===== src/rtl/pseq_pkg.sv =====
package pseq_pkg;
  localparam int unsigned NUM_GRP = 5;

  typedef enum logic [2:0] {
    ST_IDLE   = 3'd0,
    ST_G1     = 3'd1,
    ST_G2     = 3'd2,
    ST_G3     = 3'd3,
    ST_G4     = 3'd4,
    ST_G5     = 3'd5,
    ST_SETTLE = 3'd6,
    ST_READY  = 3'd7
  } seq_st_e;
endpackage


===== src/rtl/pseq_debounce.sv =====
module pseq_debounce #(
  parameter int unsigned DEB_N = 4
) (
  input  logic clk,
  input  logic rst,
  input  logic btn_in,
  output logic press_o
);
  localparam int unsigned CW = $clog2(DEB_N + 1);

  logic          s1_q, s2_q, lvl_q;
  logic [CW-1:0] cnt_q;

  always_ff @(posedge clk) begin
    if (rst) begin
      s1_q    <= 1'b0;
      s2_q    <= 1'b0;
      lvl_q   <= 1'b0;
      cnt_q   <= '0;
      press_o <= 1'b0;
    end else begin
      s1_q    <= btn_in;
      s2_q    <= s1_q;
      press_o <= 1'b0;
      if (s2_q != lvl_q) begin
        if (cnt_q == CW'(DEB_N - 1)) begin
          lvl_q   <= s2_q;
          cnt_q   <= '0;
          press_o <= s2_q;
        end else begin
          cnt_q <= cnt_q + 1'b1;
        end
      end else begin
        cnt_q <= '0;
      end
    end
  end

  // a press is a single-cycle event
  assert_press_pulse_R2: assert property (@(posedge clk) disable iff (rst)
    press_o |=> !press_o);

  // a press only follows a high synchronised sample
  assert_press_level_R2: assert property (@(posedge clk) disable iff (rst)
    press_o |-> lvl_q);
endmodule


===== src/rtl/pseq_settle.sv =====
module pseq_settle #(
  parameter int unsigned CNT_W = 3
) (
  input  logic clk,
  input  logic rst,
  input  logic run,
  output logic done
);
  logic [CNT_W-1:0] cnt_q;

  always_ff @(posedge clk) begin
    if (rst || !run) begin
      cnt_q <= '0;
    end else if (!(&cnt_q)) begin
      cnt_q <= cnt_q + 1'b1;
    end
  end

  assign done = &cnt_q;

  // the counter restarts whenever settle is left
  assert_settle_clear_R6: assert property (@(posedge clk) disable iff (rst)
    !run |=> cnt_q == '0);

  // once expired, the count holds while settle continues
  assert_settle_hold_R6: assert property (@(posedge clk) disable iff (rst)
    (run && done) |=> (done || cnt_q == '0));
endmodule


===== src/rtl/pwr_seq_top.sv =====
module pwr_seq_top
  import pseq_pkg::*;
#(
  parameter int unsigned PG_W  = 14,
  parameter int unsigned DEB_N = 4,
  parameter int unsigned CNT_W = 3,
  parameter logic [NUM_GRP*PG_W-1:0] GRP_MASK =
    {14'h3F00, 14'h0080, 14'h0060, 14'h001E, 14'h0001}
) (
  input  logic            clk,
  input  logic            rst,
  input  logic            btn_in,
  input  logic [PG_W-1:0] pg_in,
  input  logic            cfg_done,
  output logic [4:0]      en_out,
  output logic [2:0]      stage_code,
  output logic            ready,
  output logic            pg_all
);
  seq_st_e         st_q, st_d;
  logic            press, settle_done, fault;
  logic [PG_W-1:0] need, cur;
  logic [2:0]      reached;

  pseq_debounce #(.DEB_N(DEB_N)) deb_i (
    .clk(clk), .rst(rst), .btn_in(btn_in), .press_o(press)
  );

  pseq_settle #(.CNT_W(CNT_W)) settle_i (
    .clk(clk), .rst(rst), .run(st_q == ST_SETTLE), .done(settle_done)
  );

  // groups already passed, and the group currently awaited
  always_comb begin
    if (st_q == ST_IDLE)        reached = 3'd0;
    else if (st_q >= ST_SETTLE) reached = 3'(NUM_GRP);
    else                        reached = 3'(st_q) - 3'd1;
    need = '0;
    cur  = '0;
    for (int g = 0; g < NUM_GRP; g++) begin
      if (g < int'(reached))  need = need | GRP_MASK[g*PG_W +: PG_W];
      if (g == int'(reached)) cur  = GRP_MASK[g*PG_W +: PG_W];
    end
  end

  assign fault = (st_q != ST_IDLE) && ((pg_in & need) != need);

  always_comb begin
    st_d = st_q;
    if (fault) begin
      st_d = ST_IDLE;
    end else begin
      unique case (st_q)
        ST_IDLE:   if (press) st_d = ST_G1;
        ST_G1, ST_G2, ST_G3, ST_G4, ST_G5:
                   if ((pg_in & cur) == cur) st_d = seq_st_e'(3'(st_q) + 3'd1);
        ST_SETTLE: if (settle_done && cfg_done) st_d = ST_READY;
        ST_READY:  st_d = ST_READY;
        default:   st_d = ST_IDLE;
      endcase
    end
  end

  function automatic logic [4:0] en_of(seq_st_e s);
    logic [5:0] t;
    int unsigned n;
    if (s == ST_IDLE)        n = 0;
    else if (s >= ST_SETTLE) n = NUM_GRP;
    else                     n = int'(s);
    t = (6'd1 << n) - 6'd1;
    return t[4:0];
  endfunction

  always_ff @(posedge clk) begin
    if (rst) begin
      st_q       <= ST_IDLE;
      en_out     <= '0;
      stage_code <= '0;
      ready      <= 1'b0;
      pg_all     <= 1'b0;
    end else begin
      st_q       <= st_d;
      en_out     <= en_of(st_d);
      stage_code <= 3'(st_d);
      ready      <= (st_d == ST_READY);
      pg_all     <= &pg_in;
    end
  end

  // idle keeps every rail off
  assert_idle_off_R1: assert property (@(posedge clk) disable iff (rst)
    (stage_code == 3'd0) |-> (en_out == 5'd0));

  // the code only steps up by one or falls to idle
  assert_order_R3: assert property (@(posedge clk) disable iff (rst)
    (stage_code != $past(stage_code) && stage_code != 3'd0)
      |-> (stage_code == $past(stage_code) + 3'd1));

  // ready only in the final stage
  assert_ready_code_R7: assert property (@(posedge clk) disable iff (rst)
    ready |-> (stage_code == 3'd7));

  // a lost rail already passed forces idle on the next edge
  assert_fault_drop_R8: assert property (@(posedge clk) disable iff (rst)
    (stage_code != 3'd0 && ((pg_in & need) != need)) |=> (stage_code == 3'd0 && en_out == 5'd0));

  // aggregate flag lags the inputs by one edge
  assert_pgall_R9: assert property (@(posedge clk) disable iff (rst)
    !$past(rst) |-> (pg_all == $past(&pg_in)));
endmodule


===== config.mk =====
export PLATFORM = sky130hd
export DESIGN_NAME = pwr_seq_top
export DESIGN_NICKNAME = d
export VERILOG_FILES = /design/src/rtl/pseq_pkg.sv /design/src/rtl/pseq_debounce.sv /design/src/rtl/pseq_settle.sv /design/src/rtl/pwr_seq_top.sv
export SDC_FILE = /design/constraint.sdc
export NUM_CORES = 1
export LEC_CHECK = 0
export ABC_CLOCK_PERIOD_IN_PS = 5900
export BUFFER_PORTS_ARGS = -buffer_cell sky130_fd_sc_hd__buf_2
export CORE_MARGIN = 10
export CORE_UTILIZATION = 57
export DETAILED_ROUTE_END_ITERATION = 10
export PLACE_DENSITY = 0.95
export SLEW_MARGIN = 10
export SYNTH_ARGS = -nofsm -noshare
export SYNTH_HDL_FRONTEND = slang
export SYNTH_HIERARCHICAL = 1
export SYNTH_SLANG_ARGS = --single-unit

===== constraint.sdc =====
create_clock -name clk -period 5.9 [get_ports clk]
set_clock_uncertainty 0.2 [all_clocks]
set_input_delay 0.59 -clock clk [delete_from_list [all_inputs] [get_ports clk]]
set_output_delay 0.59 -clock clk [all_outputs]
set_load 0.01 [all_outputs]

==> results of run 1 <==
worst max-delay path: cells and delay by family (launching register included):
family / cells / cell delay, ns
fa+ha+maj: 2 / 0.62
flops: 1 / 0.52
buf+inv: 1 / 0.18
simple gates: 8 / 2.03
compound gates: 2 / 0.52
area by class of cell:
class / count / area share [%]
tap: 27 / 2.42
clock buffer: 3 / 1.61
multi-input combinational: 106 / 55.4
timing repair buffer: 27 / 9.69
inverter: 8 / 2.15
sequential: 20 / 28.7
synthesized netlist by cell type (all sizes together) (2+ instances only):
cell type | count | area [µm²]
ha | 11 | 138
mux2i | 4 | 40.0
nor2b | 4 | 25.0
a21o | 2 | 15.0
o21ai | 6 | 30.0
nand2b | 2 | 12.5
nor3 | 2 | 10.0
nor2 | 15 | 56.3
a31oi | 3 | 18.8
or3 | 4 | 25.0
clkbuf | 2 | 7.51
inv | 8 | 30.0
nand4 | 2 | 12.5
nand3 | 3 | 15.0
a21oi | 6 | 30.0
nor3b | 2 | 15.0
nor4 | 6 | 43.8
dfxtp | 20 | 400
nand2 | 4 | 15.0
and2 | 4 | 27.5
a31o | 2 | 17.5
nor4b | 2 | 30.0
metal layers:
layer  wire [µm]  part of all wire [%]
met1        1190                    39
met2        1700                    55
met3         151                   4.9
met4          30                  0.98
met5           0                     0
cell usage in the layout, fill, tap and decap left out, types with 2 or more instances in the layout:
cell      count
a21o_1        2
nand4_1       2
nand3_1       3
or3_1         4
nor2_1       15
a31o_2        2
mux2i_1       4
nor2b_1       4
clkbuf_4      3
nor3b_1       2
ha_1         11
nor4_1        5
and2_1        3
nor4b_2       2
dfxtp_1      20
o21ai_0       6
a31oi_1       3
a21oi_1       6
nand2_1       4
nor3_1        2
inv_1         8
nand2b_1      2
buf_2        27
per-stage QoR:
step / utilization [%] / total power [W] / worst slack [ns]
final: 69.7 / 0.000664 / 1.78
after global routing: 69.7 / 0.000728 / 1.47
after CTS: 69.7 / 0.000658 / 1.88
after detailed placement: 68.6 / 0.000598 / 1.90
after global placement: 68.6 / 0.000564 / 2.13
after floorplan: - / 0.000498 / 2.24
where the power goes:
group / leakage (nW) / switching, W / total [W] / internal, W
clock: 0.0138 / 0.0000358 / 0.0000595 / 0.0000237
sequential: 0.162 / 0.0000219 / 0.000174 / 0.000152
combinational: 0.453 / 0.000251 / 0.000431 / 0.000180
cell families (layout without fill, tap and decap cells):
group | Yosys count | count (layout)
xor+xnor | 2 | 2
flops | 20 | 20
mux | 4 | 4
fa+ha+maj | 11 | 11
buf+inv | 11 | 38
simple gates | 58 | 58
compound gates | 31 | 31
flip-flops by register name, indices dropped and copies added (netlist names), 3 cells and up:
signal          flops
en_out              5
deb_i/cnt_q         3
settle_i/cnt_q      3
st_q                3
path summary, 6_finish.rpt:
check	from	slack, ns	to	depth (start not counted)
hold reg to reg	deb_i/cnt_q[0]$_SDFF_PP0_	0.24	deb_i/cnt_q[0]$_SDFF_PP0_	1
hold / removal	deb_i/cnt_q[0]$_SDFF_PP0_	0.24	deb_i/cnt_q[0]$_SDFF_PP0_	1
setup / recovery	st_q[0]$_SDFF_PP0_	1.78	en_out[2]$_SDFF_PP0_	13
setup reg to reg	st_q[0]$_SDFF_PP0_	1.78	en_out[2]$_SDFF_PP0_	13
==> impl_table.tex, run 1 <==
\begin{tabular}{lr}
\hline
Metric & Value \\
\hline
\multicolumn{2}{l}{\textbf{GRT}} \\
\quad First-pass GRT wire length & roughly 5300 µm \\
\quad GR Util met3 & 2.88\% \\
\quad Global routing met2 resource utilization & about 27\% \\
\quad Global routing usage summed across all routing layers & 14.7\% \\
\quad Global-route met1 utilization & 16.7\% \\
\quad Global-route congestion overflow total & 0 \\
\quad Number of global-route vias before repair & roughly 1,100 \\
\quad Initial antenna violation count & 0 \\
\quad Most used routing layer in global routing & met2 \\
\quad Maximum number of pins on one net before global-route repair & 21 \\
\multicolumn{2}{l}{\textbf{Yosys}} \\
\quad Post-Syn Nets & 166 \\
\quad Share of synthesized cell area in and, or, nand and nor gates & 29.6\% \\
\quad Netlist area before placement & $\sim$1200 µm² \\
\quad Post-synthesis mux area share & 3.29\% \\
\quad Prevailing post-synth register cell & dfxtp\_1 \\
\quad Sequential element share of the synthesized area & 32.9\% \\
\quad Synth Area in Compound Gates & between 10\% and 20\% \\
\quad Cell count after synthesis & roughly 140 \\
\quad Unique masters post-synth & 47 \\
\quad FF+latch count, synth & 20 \\
\quad Async set or reset register ratio after synthesis & 0\% \\
\quad Count of flip-flops with a built-in enable after synthesis & 0 \\
\quad Post-synthesis area per instance & 8.88 µm² \\
\quad Xor-xnor portion of the synthesized cell area & 1.44\% \\
\quad Combinational family with the most area after synthesis & simple AND/OR/NAND/NOR gates \\
\quad Yosys Warn Count & 6 \\
\quad Adder and majority cell fraction of the synthesized area & 11.3\% \\
\multicolumn{2}{l}{\textbf{Finish}} \\
\quad Number of nets in the layout & between 150 and 200 \\
\quad Share of final-layout standard cells stronger than drive strength 1 & $\sim$23\% \\
\quad Multi-input combinational cell area & 773 µm² \\
\quad Area of all sequential standard cells & 400 µm² \\
\quad Antenna Diode Count & 0 \\
\quad Area Growth Syn to Fin & 14.7\% \\
\quad Final Instance Count excl. Fillers & 191 \\
\quad Final-layout fill cell count & 168 \\
\quad Post-route design area & 1400 µm² \\
\multicolumn{2}{l}{\textbf{Worst setup path}} \\
\quad Slowest library cell on the worst path & or4\_1 \\
\quad Highest cell delay on the worst timing path & 0.53 ns \\
\quad Endpoint required time on the critical path & 5.93 ns \\
\quad Critical Path Fanout Max & 9 \\
\quad Category of the most critical setup path & flip-flop to flip-flop \\
\quad Worst path most repeated cell & ha\_1 \\
\quad Worst setup SP type & flip-flop \\
\quad List of cells traversed by the critical path & inv\_1 > ha\_1 > nor4b\_2 > nor2\_1 > o32a\_1 > and2\_4 > nor4\_1 > nor4\_2 > nor2b\_1 > nand2\_1 > ha\_1 > or4\_1 > a21oi\_1 \\
\quad Sort of element at the end of the critical path & flip-flop \\
\quad Worst Path Arrival & 4.15 ns \\
\multicolumn{2}{l}{\textbf{Drt}} \\
\quad Avg WL per Cell & 16.1 µm \\
\quad Iteration count of the initial detailed-routing pass & 4 \\
\quad Final routed DRC violation total & 0 \\
\quad ANT nets after route & 0 \\
\quad DRC marker count from the first detailed-route iteration & 154 \\
\quad Post-detailed-route via-to-cell ratio & 6.10 \\
\quad Routed wire length & 3070 µm \\
\quad Total vias in the final route & 1,165 \\
\multicolumn{2}{l}{\textbf{CTS}} \\
\quad Cell at the root of the clock tree & clkbuf\_4 \\
\quad Cts bufs inserted & 3 \\
\quad Number of hold buffers added after cts & 0 \\
\quad H-tree depth & 1 \\
\quad Clock edge transition at the registers on the reported setup and hold paths & 0.10 ns \\
\quad Postcts setup bufs & 0 \\
\quad Cells resized by post-CTS repair & 0 \\
\quad Number of clock sinks seen by CTS & 20 \\
\quad Buffer levels on the longest clock path & 2 \\
\quad Clock insertion delay at the later pin of the skew report & around 0.28 ns \\
\quad Clock tree from TritonCTS & done \\
\multicolumn{2}{l}{\textbf{Floorplanning}} \\
\quad Number of placement rows & 16 \\
\quad Floorplan die width & around 66 µm \\
\quad Vert. Die Dim & about 66 µm \\
\quad Total Die Area & 4380 µm² \\
\quad Starting density of the core & 60.7\% \\
\quad Total I/O pin count & 28 \\
\quad Floorplan Core Area & 2000 µm² \\
\multicolumn{2}{l}{\textbf{Placed design}} \\
\quad Cell Count Post-Placement & roughly 190 \\
\quad PortBufs & 27 \\
\quad DP Wirelength & $\sim$2500 µm \\
\quad Routability congestion estimate from global placement & 0.971 \\
\quad Placed Instance Area & roughly 1400 µm² \\
\multicolumn{2}{l}{\textbf{Power}} \\
\quad Areal power density over the cells & 476 nW/µm² \\
\quad Peak supply drop & $\sim$370 µV \\
\quad Leakage power total & 0.629 nW \\
\multicolumn{2}{l}{\textbf{STA}} \\
\quad Part of the cycle the worst path needs & 69.8\% \\
\quad Worst slew pin tran & approximately 0.57 ns \\
\quad Upper clock frequency limit & 243 MHz \\
\quad Number of endpoints failing setup at the final stage & 0 \\
\quad Pins Over Slew Limit & 0 \\
\quad Max\_slew headroom & around three fifths \\
\quad Unrepaired setup endpoints after global routing & false \\
\quad Worst hold margin & 0.243 ns \\
\quad Final Hold Viols & 0 \\
\quad Sum of negative setup slack & 0 ns \\
\quad Tmin final & 4.12 ns \\
\multicolumn{2}{l}{\textbf{Min path}} \\
\quad Classification of the worst-slack hold path & flip-flop to flip-flop \\
\multicolumn{2}{l}{\textbf{Run status}} \\
\quad Status & finished, final reports clean \\
\multicolumn{2}{l}{\textbf{Run}} \\
\quad Count of maximum capacitance violations & 0 \\
\hline
\end{tabular}
No activity file was read; power rests on OpenSTA's default activity.
==> inputs of run 2 (changes only) <==
- ABC_CLOCK_PERIOD_IN_PS: 5900 -> 3740
- CORE_UTILIZATION: 57 -> 47
- PLACE_DENSITY: 0.95 -> 0.86
- clock period: 5.9 -> 3.74 ns (I/O delays scaled with it)
==> impl_table.tex, run 2 (synthesized netlist as in run 1, its figures left out) <==
\begin{tabular}{lr}
\hline
Metric & Value \\
\hline
\multicolumn{2}{l}{\textbf{Run status}} \\
\quad Status & finished, final reports clean \\
\multicolumn{2}{l}{\textbf{Placed design}} \\
\quad Routability congestion estimate from global placement & 0.910 (-6.3\%) \\
\quad DP Wirelength & 2310 µm (-7.0\%) \\
\quad PortBufs & 27 (unchanged) \\
\multicolumn{2}{l}{\textbf{Floorplanning}} \\
\quad Total Die Area & 5020 µm² (+15\%) \\
\quad Starting density of the core & 49.1\% (-12 points) \\
\quad Floorplan Core Area & 2480 µm² (+24\%) \\
\quad Vert. Die Dim & 70.9 µm (+7.1\%) \\
\quad Number of placement rows & 18 (+2) \\
\quad Total I/O pin count & 28 (unchanged) \\
\quad Floorplan die width & 70.9 µm (+7.1\%) \\
\multicolumn{2}{l}{\textbf{Power}} \\
\quad Internal Dissipation & 0.000694 W (+95\%) \\
\quad Portion of total power attributed to sequential cells & 21.5\% (-4.7 points) \\
\quad Total Power & 0.00121 W (+82\%) \\
\quad Gate power share & 64.1\% (-0.7 points) \\
\quad Peak supply drop & 792 µV (+110\%) \\
\quad Areal power density over the cells & 799 nW/µm² (+68\%) \\
\quad Net switching power & 0.000518 W (+68\%) \\
\quad Clock network fraction of total power & 14.4\% (+5.5 points) \\
\quad Net Sw Frac & 42.7\% (-3.7 points) \\
\quad Leakage power total & 0.671 nW (+6.6\%) \\
\multicolumn{2}{l}{\textbf{Drt}} \\
\quad Total vias in the final route & 1,135 (-2.6\%) \\
\quad Final routed DRC violation total & 0 (unchanged) \\
\quad Avg WL per Cell & 14.6 µm (-9.1\%) \\
\quad Post-detailed-route via-to-cell ratio & 5.68 (-7.0\%) \\
\quad Iteration count of the initial detailed-routing pass & 4 (unchanged) \\
\quad Routed wire length & 2920 µm (-4.9\%) \\
\quad ANT nets after route & 0 (unchanged) \\
\quad DRC marker count from the first detailed-route iteration & 77 (-50\%) \\
\multicolumn{2}{l}{\textbf{STA}} \\
\quad Unrepaired setup endpoints after global routing & false \\
\quad Upper clock frequency limit & 283 MHz (+16\%) \\
\quad Number of endpoints failing setup at the final stage & 0 (unchanged) \\
\quad Part of the cycle the worst path needs & 94.6\% (+25 points) \\
\quad Max\_slew headroom & 71.4\% (+9.6 points) \\
\quad Pins Over Slew Limit & 0 (unchanged) \\
\quad Sum of negative setup slack & 0 ns (unchanged) \\
\quad Tmin final & 3.54 ns (-0.580 ns) \\
\quad Worst slew pin tran & 0.427 ns (-0.145 ns) \\
\quad Worst hold margin & 0.0775 ns (-0.165 ns) \\
\quad Final Hold Viols & 0 (unchanged) \\
\multicolumn{2}{l}{\textbf{CTS}} \\
\quad Cts bufs inserted & 3 (unchanged) \\
\quad Buffer levels on the longest clock path & 2 (unchanged) \\
\quad Cell at the root of the clock tree & clkbuf\_4 \\
\quad Clock tree from TritonCTS & done \\
\quad Clock insertion delay at the later pin of the skew report & 0.30 ns (+0.02 ns) \\
\quad Number of clock sinks seen by CTS & 20 (unchanged) \\
\quad Clock edge transition at the registers on the reported setup and hold paths & 0.12 ns (+0.02 ns) \\
\quad H-tree depth & 1 (unchanged) \\
\quad Number of hold buffers added after cts & 0 (unchanged) \\
\multicolumn{2}{l}{\textbf{Finish}} \\
\quad Max FFs per register & 5 (unchanged) \\
\quad Area Growth Syn to Fin & 24.7\% \\
\quad Antenna Diode Count & 0 (unchanged) \\
\quad Reg with most FFs & en\_out \\
\quad Final-layout fill cell count & 215 (+28\%) \\
\quad Fin util & 61.2\% (-8.5 points) \\
\quad Most frequent cells in the layout & 27 x buf\_2, 20 x dfxtp\_1, 15 x nor2\_1 \\
\quad Share of final-layout standard cells stronger than drive strength 1 & 30.0\% (+6.8 points) \\
\quad Number of nets in the layout & 200 (+2.6\%) \\
\quad Most common library cell in the layout ignoring fill and taps & buf\_2 \\
\multicolumn{2}{l}{\textbf{Min path}} \\
\quad Classification of the worst-slack hold path & input pin to flip-flop \\
\multicolumn{2}{l}{\textbf{Worst setup path}} \\
\quad Sort of element at the end of the critical path & flip-flop \\
\quad Delay-heaviest family, CP & simple AND/OR/NAND/NOR gates \\
\quad Highest cell delay on the worst timing path & 0.39 ns (-0.14 ns) \\
\quad Slowest library cell on the worst path & or3b\_1 \\
\quad Count of buffering cells on the critical path with inverters included & 2 (+1) \\
\quad Endpoint required time on the critical path & 3.74 ns (-2.19 ns) \\
\quad Critical Path Fanout Max & 8 (-1) \\
\quad Worst setup SP type & flip-flop \\
\quad Category of the most critical setup path & flip-flop to flip-flop \\
\quad List of cells traversed by the critical path & buf\_4 > ha\_2 > or3b\_1 > a211o\_1 > o32a\_1 > and2\_4 > or3\_1 > a41o\_1 > nor2b\_1 > nand2\_1 > ha\_1 > inv\_1 > o21ai\_0 > mux2i\_1 > a32o\_1 \\
\quad Worst Path Arrival & 3.54 ns (-0.61 ns) \\
\multicolumn{2}{l}{\textbf{GRT}} \\
\quad Global-route congestion overflow total & 0 (unchanged) \\
\quad Number of global-route vias before repair & 1,172 (+4.2\%) \\
\quad Initial antenna violation count & 0 (unchanged) \\
\quad Maximum number of pins on one net before global-route repair & 16 (-24\%) \\
\quad First-pass GRT wire length & 5070 µm (-3.4\%) \\
\quad Global routing usage summed across all routing layers & 11.7\% (-3.0 points) \\
\multicolumn{2}{l}{\textbf{Run}} \\
\quad Count of maximum capacitance violations & 0 (unchanged) \\
\hline
\end{tabular}
[run 2: metal layers]
| layer | GRT usage (%) | vias to the layer above | routed length (µm) |
|---|---|---|---|
| met5 | 0 | - | 0 |
| met4 | 3.01 | 0 | 21 |
| met3 | 3.07 | 2 | 129 |
| met2 | 20.7 | 27 | 1460 |
| met1 | 13.4 | 531 | 1310 |
| li1 | - | 575 | - |
[run 2: worst paths after layout]
check / start / endpoint / slack [ns] / depth (start not counted)
hold reg to reg: deb_i/cnt_q[0]$_SDFF_PP0_ / deb_i/cnt_q[0]$_SDFF_PP0_ / 0.25 / 1
setup / recovery: st_q[1]$_SDFF_PP0_ / en_out[4]$_SDFF_PP0_ / 0.20 / 15
hold / removal: btn_in / deb_i/s1_q$_SDFF_PP0_ / 0.08 / 2
setup reg to reg: st_q[1]$_SDFF_PP0_ / en_out[4]$_SDFF_PP0_ / 0.20 / 15
[run 2: metrics by stage]
step	area (µm²)	worst slack (ns)	cells
floorplan	1220	0.0787	137
global placement	1410	0.162	195
detailed placement	1410	0.125	195
CTS	1460	0.110	199
global route	1520	0.00860	200
finish	1520	0.201	200
[run 2: area by class of cell]
type	count	area, µm²	area share [%]
Multi-Input combinational cell	106	823	54.3
Sequential cell	20	400	26.4
Timing Repair Buffer	32	173	11.4
Tap cell	30	37.5	2.48
Clock inverter	1	30.0	1.98
Inverter	8	30.0	1.98
Clock buffer	3	22.5	1.49
[run 2: what timing repair did]
| action | 4_1_cts | 5_1_grt |
|---|---|---|
| resized for setup | 0 | 10 |
| buffers inserted | 0 | 1 |
| setup endpoints to repair | 0 | 2 |
[run 2: worst reg2reg max path, delay by kind of cell (launching register included)]
family,cells,cell delay [ns]
AOI/OAI and AO/OA,5,1.06
buffers and inverters,2,0.23
DFF,1,0.33
and+or+nand+nor,5,1.12
muxes,1,0.10
adders and majority gates,2,0.41
[run 2: power by group through the flow]
stage / clock network, W / logic (W) / registers [W]
after floorplan: 0 / 0.000515 / 0.000270
after CTS: 0.000176 / 0.000678 / 0.000259
after detailed placement: 0 / 0.000675 / 0.000263
after global placement: 0 / 0.000661 / 0.000263
final: 0.000174 / 0.000777 / 0.000261
after global routing: 0.000184 / 0.000872 / 0.000264
==> inputs of run 3 (changes only) <==
- ABC_CLOCK_PERIOD_IN_PS: 3740 -> 4400
- BUFFER_PORTS_ARGS: -buffer_cell sky130_fd_sc_hd__buf_2 -> not set
- CORE_UTILIZATION: 47 -> 60
- DONT_BUFFER_PORTS: not set -> 1
- PLACE_DENSITY: 0.86 -> 0.88
- REMOVE_ABC_BUFFERS: not set -> 1
- clock period: 3.74 -> 4.4 ns (I/O delays scaled with it)
==> impl_table.tex, run 3 (synthesized netlist as in run 1, its figures left out) <==
\begin{tabular}{lr}
\hline
Metric & Value \\
\hline
\multicolumn{2}{l}{\textbf{STA}} \\
\quad Upper clock frequency limit & 253 MHz (-11\%) \\
\quad Max\_slew headroom & 52.9\% (-19 points) \\
\quad Pins Over Slew Limit & 0 (unchanged) \\
\quad Tmin final & 3.96 ns (+0.419 ns) \\
\quad Final Hold Viols & 0 (unchanged) \\
\quad Part of the cycle the worst path needs & 90.0\% (-4.7 points) \\
\quad Number of endpoints failing setup at the final stage & 0 (unchanged) \\
\quad Worst slew pin tran & 0.706 ns (+0.279 ns) \\
\quad Unrepaired setup endpoints after global routing & false \\
\quad Sum of negative setup slack & 0 ns (unchanged) \\
\multicolumn{2}{l}{\textbf{Worst setup path}} \\
\quad Internal reg-to-reg setup slack & 0.44 ns (+0.24 ns) \\
\quad Sort of element at the end of the critical path & flip-flop \\
\quad Worst R2R Path Depth & 13 (-2) \\
\quad Worst Path Arrival & 3.99 ns (+0.45 ns) \\
\quad Endpoint required time on the critical path & 4.43 ns (+0.69 ns) \\
\quad Worst setup SP type & flip-flop \\
\quad Critical Path Fanout Max & 9 (+1) \\
\quad Category of the most critical setup path & flip-flop to flip-flop \\
\multicolumn{2}{l}{\textbf{Floorplanning}} \\
\quad Floorplan Core Area & 1940 µm² (-22\%) \\
\quad Vert. Die Dim & 65.0 µm (-8.3\%) \\
\quad Total Die Area & 4230 µm² (-16\%) \\
\quad Floorplan die width & 65.0 µm (-8.3\%) \\
\quad Number of placement rows & 16 (-2) \\
\quad Total I/O pin count & 28 (unchanged) \\
\quad Starting density of the core & 62.6\% (+14 points) \\
\multicolumn{2}{l}{\textbf{Finish}} \\
\quad Fin util & 66.2\% (+5.0 points) \\
\quad Most frequent cells in the layout & 18 x dfxtp\_1, 15 x nor2\_1, 11 x ha\_1 \\
\quad Final-layout fill cell count & 167 (-22\%) \\
\quad Reg with most FFs & en\_out \\
\quad Most common library cell in the layout ignoring fill and taps & dfxtp\_1 \\
\quad Antenna Diode Count & 0 (unchanged) \\
\quad Final Instance Count excl. Fillers & 166 (-17\%) \\
\quad Number of nets in the layout & 169 (-16\%) \\
\quad Share of final-layout standard cells stronger than drive strength 1 & 10.1\% (-20 points) \\
\quad Area Growth Syn to Fin & 5.76\% \\
\quad Max FFs per register & 5 (unchanged) \\
\multicolumn{2}{l}{\textbf{CTS}} \\
\quad Clock insertion delay at the later pin of the skew report & 0.30 ns (about the same) \\
\quad H-tree depth & 1 (unchanged) \\
\quad Clock tree from TritonCTS & done \\
\quad Clock edge transition at the registers on the reported setup and hold paths & 0.10 ns (-0.02 ns) \\
\quad Cts bufs inserted & 3 (unchanged) \\
\quad Postcts setup bufs & 0 (unchanged) \\
\quad Number of clock sinks seen by CTS & 20 (unchanged) \\
\quad Cell at the root of the clock tree & clkbuf\_4 \\
\quad Buffer levels on the longest clock path & 2 (unchanged) \\
\multicolumn{2}{l}{\textbf{Power}} \\
\quad Peak supply drop & 493 µV (-38\%) \\
\quad Leakage power total & 0.520 nW (-22\%) \\
\quad Areal power density over the cells & 682 nW/µm² (-15\%) \\
\multicolumn{2}{l}{\textbf{Min path}} \\
\quad Classification of the worst-slack hold path & input pin to flip-flop \\
\quad Number of stages on the worst hold path & 1 (-1) \\
\multicolumn{2}{l}{\textbf{Placed design}} \\
\quad PortBufs & 0 (-100\%) \\
\quad Routability congestion estimate from global placement & 0.863 (-5.2\%) \\
\quad DP Wirelength & 2060 µm (-11\%) \\
\quad Cell Count Post-Placement & 161 (-17\%) \\
\multicolumn{2}{l}{\textbf{Drt}} \\
\quad Total vias in the final route & 1,061 (-6.5\%) \\
\quad DRC marker count from the first detailed-route iteration & 98 (+27\%) \\
\quad Routed wire length & 2620 µm (-10\%) \\
\quad Post-detailed-route via-to-cell ratio & 6.39 (+13\%) \\
\quad ANT nets after route & 0 (unchanged) \\
\quad Final routed DRC violation total & 0 (unchanged) \\
\quad Avg WL per Cell & 15.8 µm (+7.9\%) \\
\quad Iteration count of the initial detailed-routing pass & 4 (unchanged) \\
\multicolumn{2}{l}{\textbf{GRT}} \\
\quad First-pass GRT wire length & 4380 µm (-14\%) \\
\quad Maximum number of pins on one net before global-route repair & 21 (+5) \\
\quad Number of global-route vias before repair & 1,039 (-11\%) \\
\quad Global-route congestion overflow total & 0 (unchanged) \\
\quad Initial antenna violation count & 0 (unchanged) \\
\quad Global routing usage summed across all routing layers & 12.7\% (+0.99 points) \\
\multicolumn{2}{l}{\textbf{Run status}} \\
\quad Status & finished, final reports clean \\
\multicolumn{2}{l}{\textbf{Run}} \\
\quad Count of maximum capacitance violations & 0 (unchanged) \\
\hline
\end{tabular}
## run 3: cell count changes in the layout (fill, tap and decap cells not counted), moves of 2 or more
cell / delta
dfxtp_2: +2
buf_4: -5
nor4_4: -2
ha_1: +3
ha_2: -3
dfxtp_1: -2
buf_2: -27
## run 3: per-layer routing
| layer | vias to the layer above | track usage (%) | part of all wire, % |
|---|---|---|---|
| met5 | - | 0 | 0 |
| met4 | 0 | 9.09 | 3.5 |
| met3 | 12 | 4.12 | 7.5 |
| met2 | 38 | 21.4 | 50 |
| met1 | 489 | 12.9 | 39 |
| li1 | 522 | - | - |
## run 3: final cells by class
class                   instances  area (µm²)  area share, %
inverters                       8        30.0           2.33
well taps                      27        33.8           2.63
multi-input cells             106         773           60.1
clock buffers                   4        36.3           2.82
repair buffers                  1        10.0          0.778
flip-flops and latches         20         403           31.3
## run 3: where the power goes
| part | internal, W | total, W | switching, W |
|---|---|---|---|
| combinational | 0.000226 | 0.000528 | 0.000301 |
| sequential | 0.000205 | 0.000247 | 0.0000415 |
| clock | 0.0000505 | 0.000103 | 0.0000528 |
## run 3: path summary, 6_finish.rpt
check	startpoint	endpoint
hold / removal	btn_in	deb_i/s1_q$_SDFF_PP0_
hold reg to reg	deb_i/cnt_q[0]$_SDFF_PP0_	deb_i/cnt_q[0]$_SDFF_PP0_
setup reg to reg	st_q[0]$_SDFF_PP0_	en_out[2]$_SDFF_PP0_
setup / recovery	st_q[0]$_SDFF_PP0_	en_out[2]$_SDFF_PP0_
## run 3: repair_timing
action,CTS,global route
gates resized for setup,0,2
endpoints found under the setup margin,0,1
hold buffers,1,0
hold endpoints to repair,11,0
## run 3: stage by stage
step / power [W] / worst slack, ns / area [µm²] / hold WS, ns
after floorplan: 0.000662 / 0.739 / 1200 / 0.204
after global placement: 0.000738 / 0.562 / 1240 / 0.214
after detailed placement: 0.000761 / 0.378 / 1240 / 0.224
after CTS: 0.000874 / 0.299 / 1280 / 0.0705
after global routing: 0.000952 / 0.139 / 1290 / 0.0619
final: 0.000878 / 0.442 / 1290 / 0.0778
## run 3: critical path: stages, from the launching register on
cell	delay (ns)
dfxtp_2	0.46
inv_1	0.14
ha_1	0.37
nor4b_2	0.42
nor2_1	0.10
o32a_1	0.37
and2_4	0.18
nand3_1	0.07
a41o_1	0.30
nor2b_1	0.25
nand2_1	0.09
ha_1	0.23
or4_1	0.53
a21oi_1	0.18
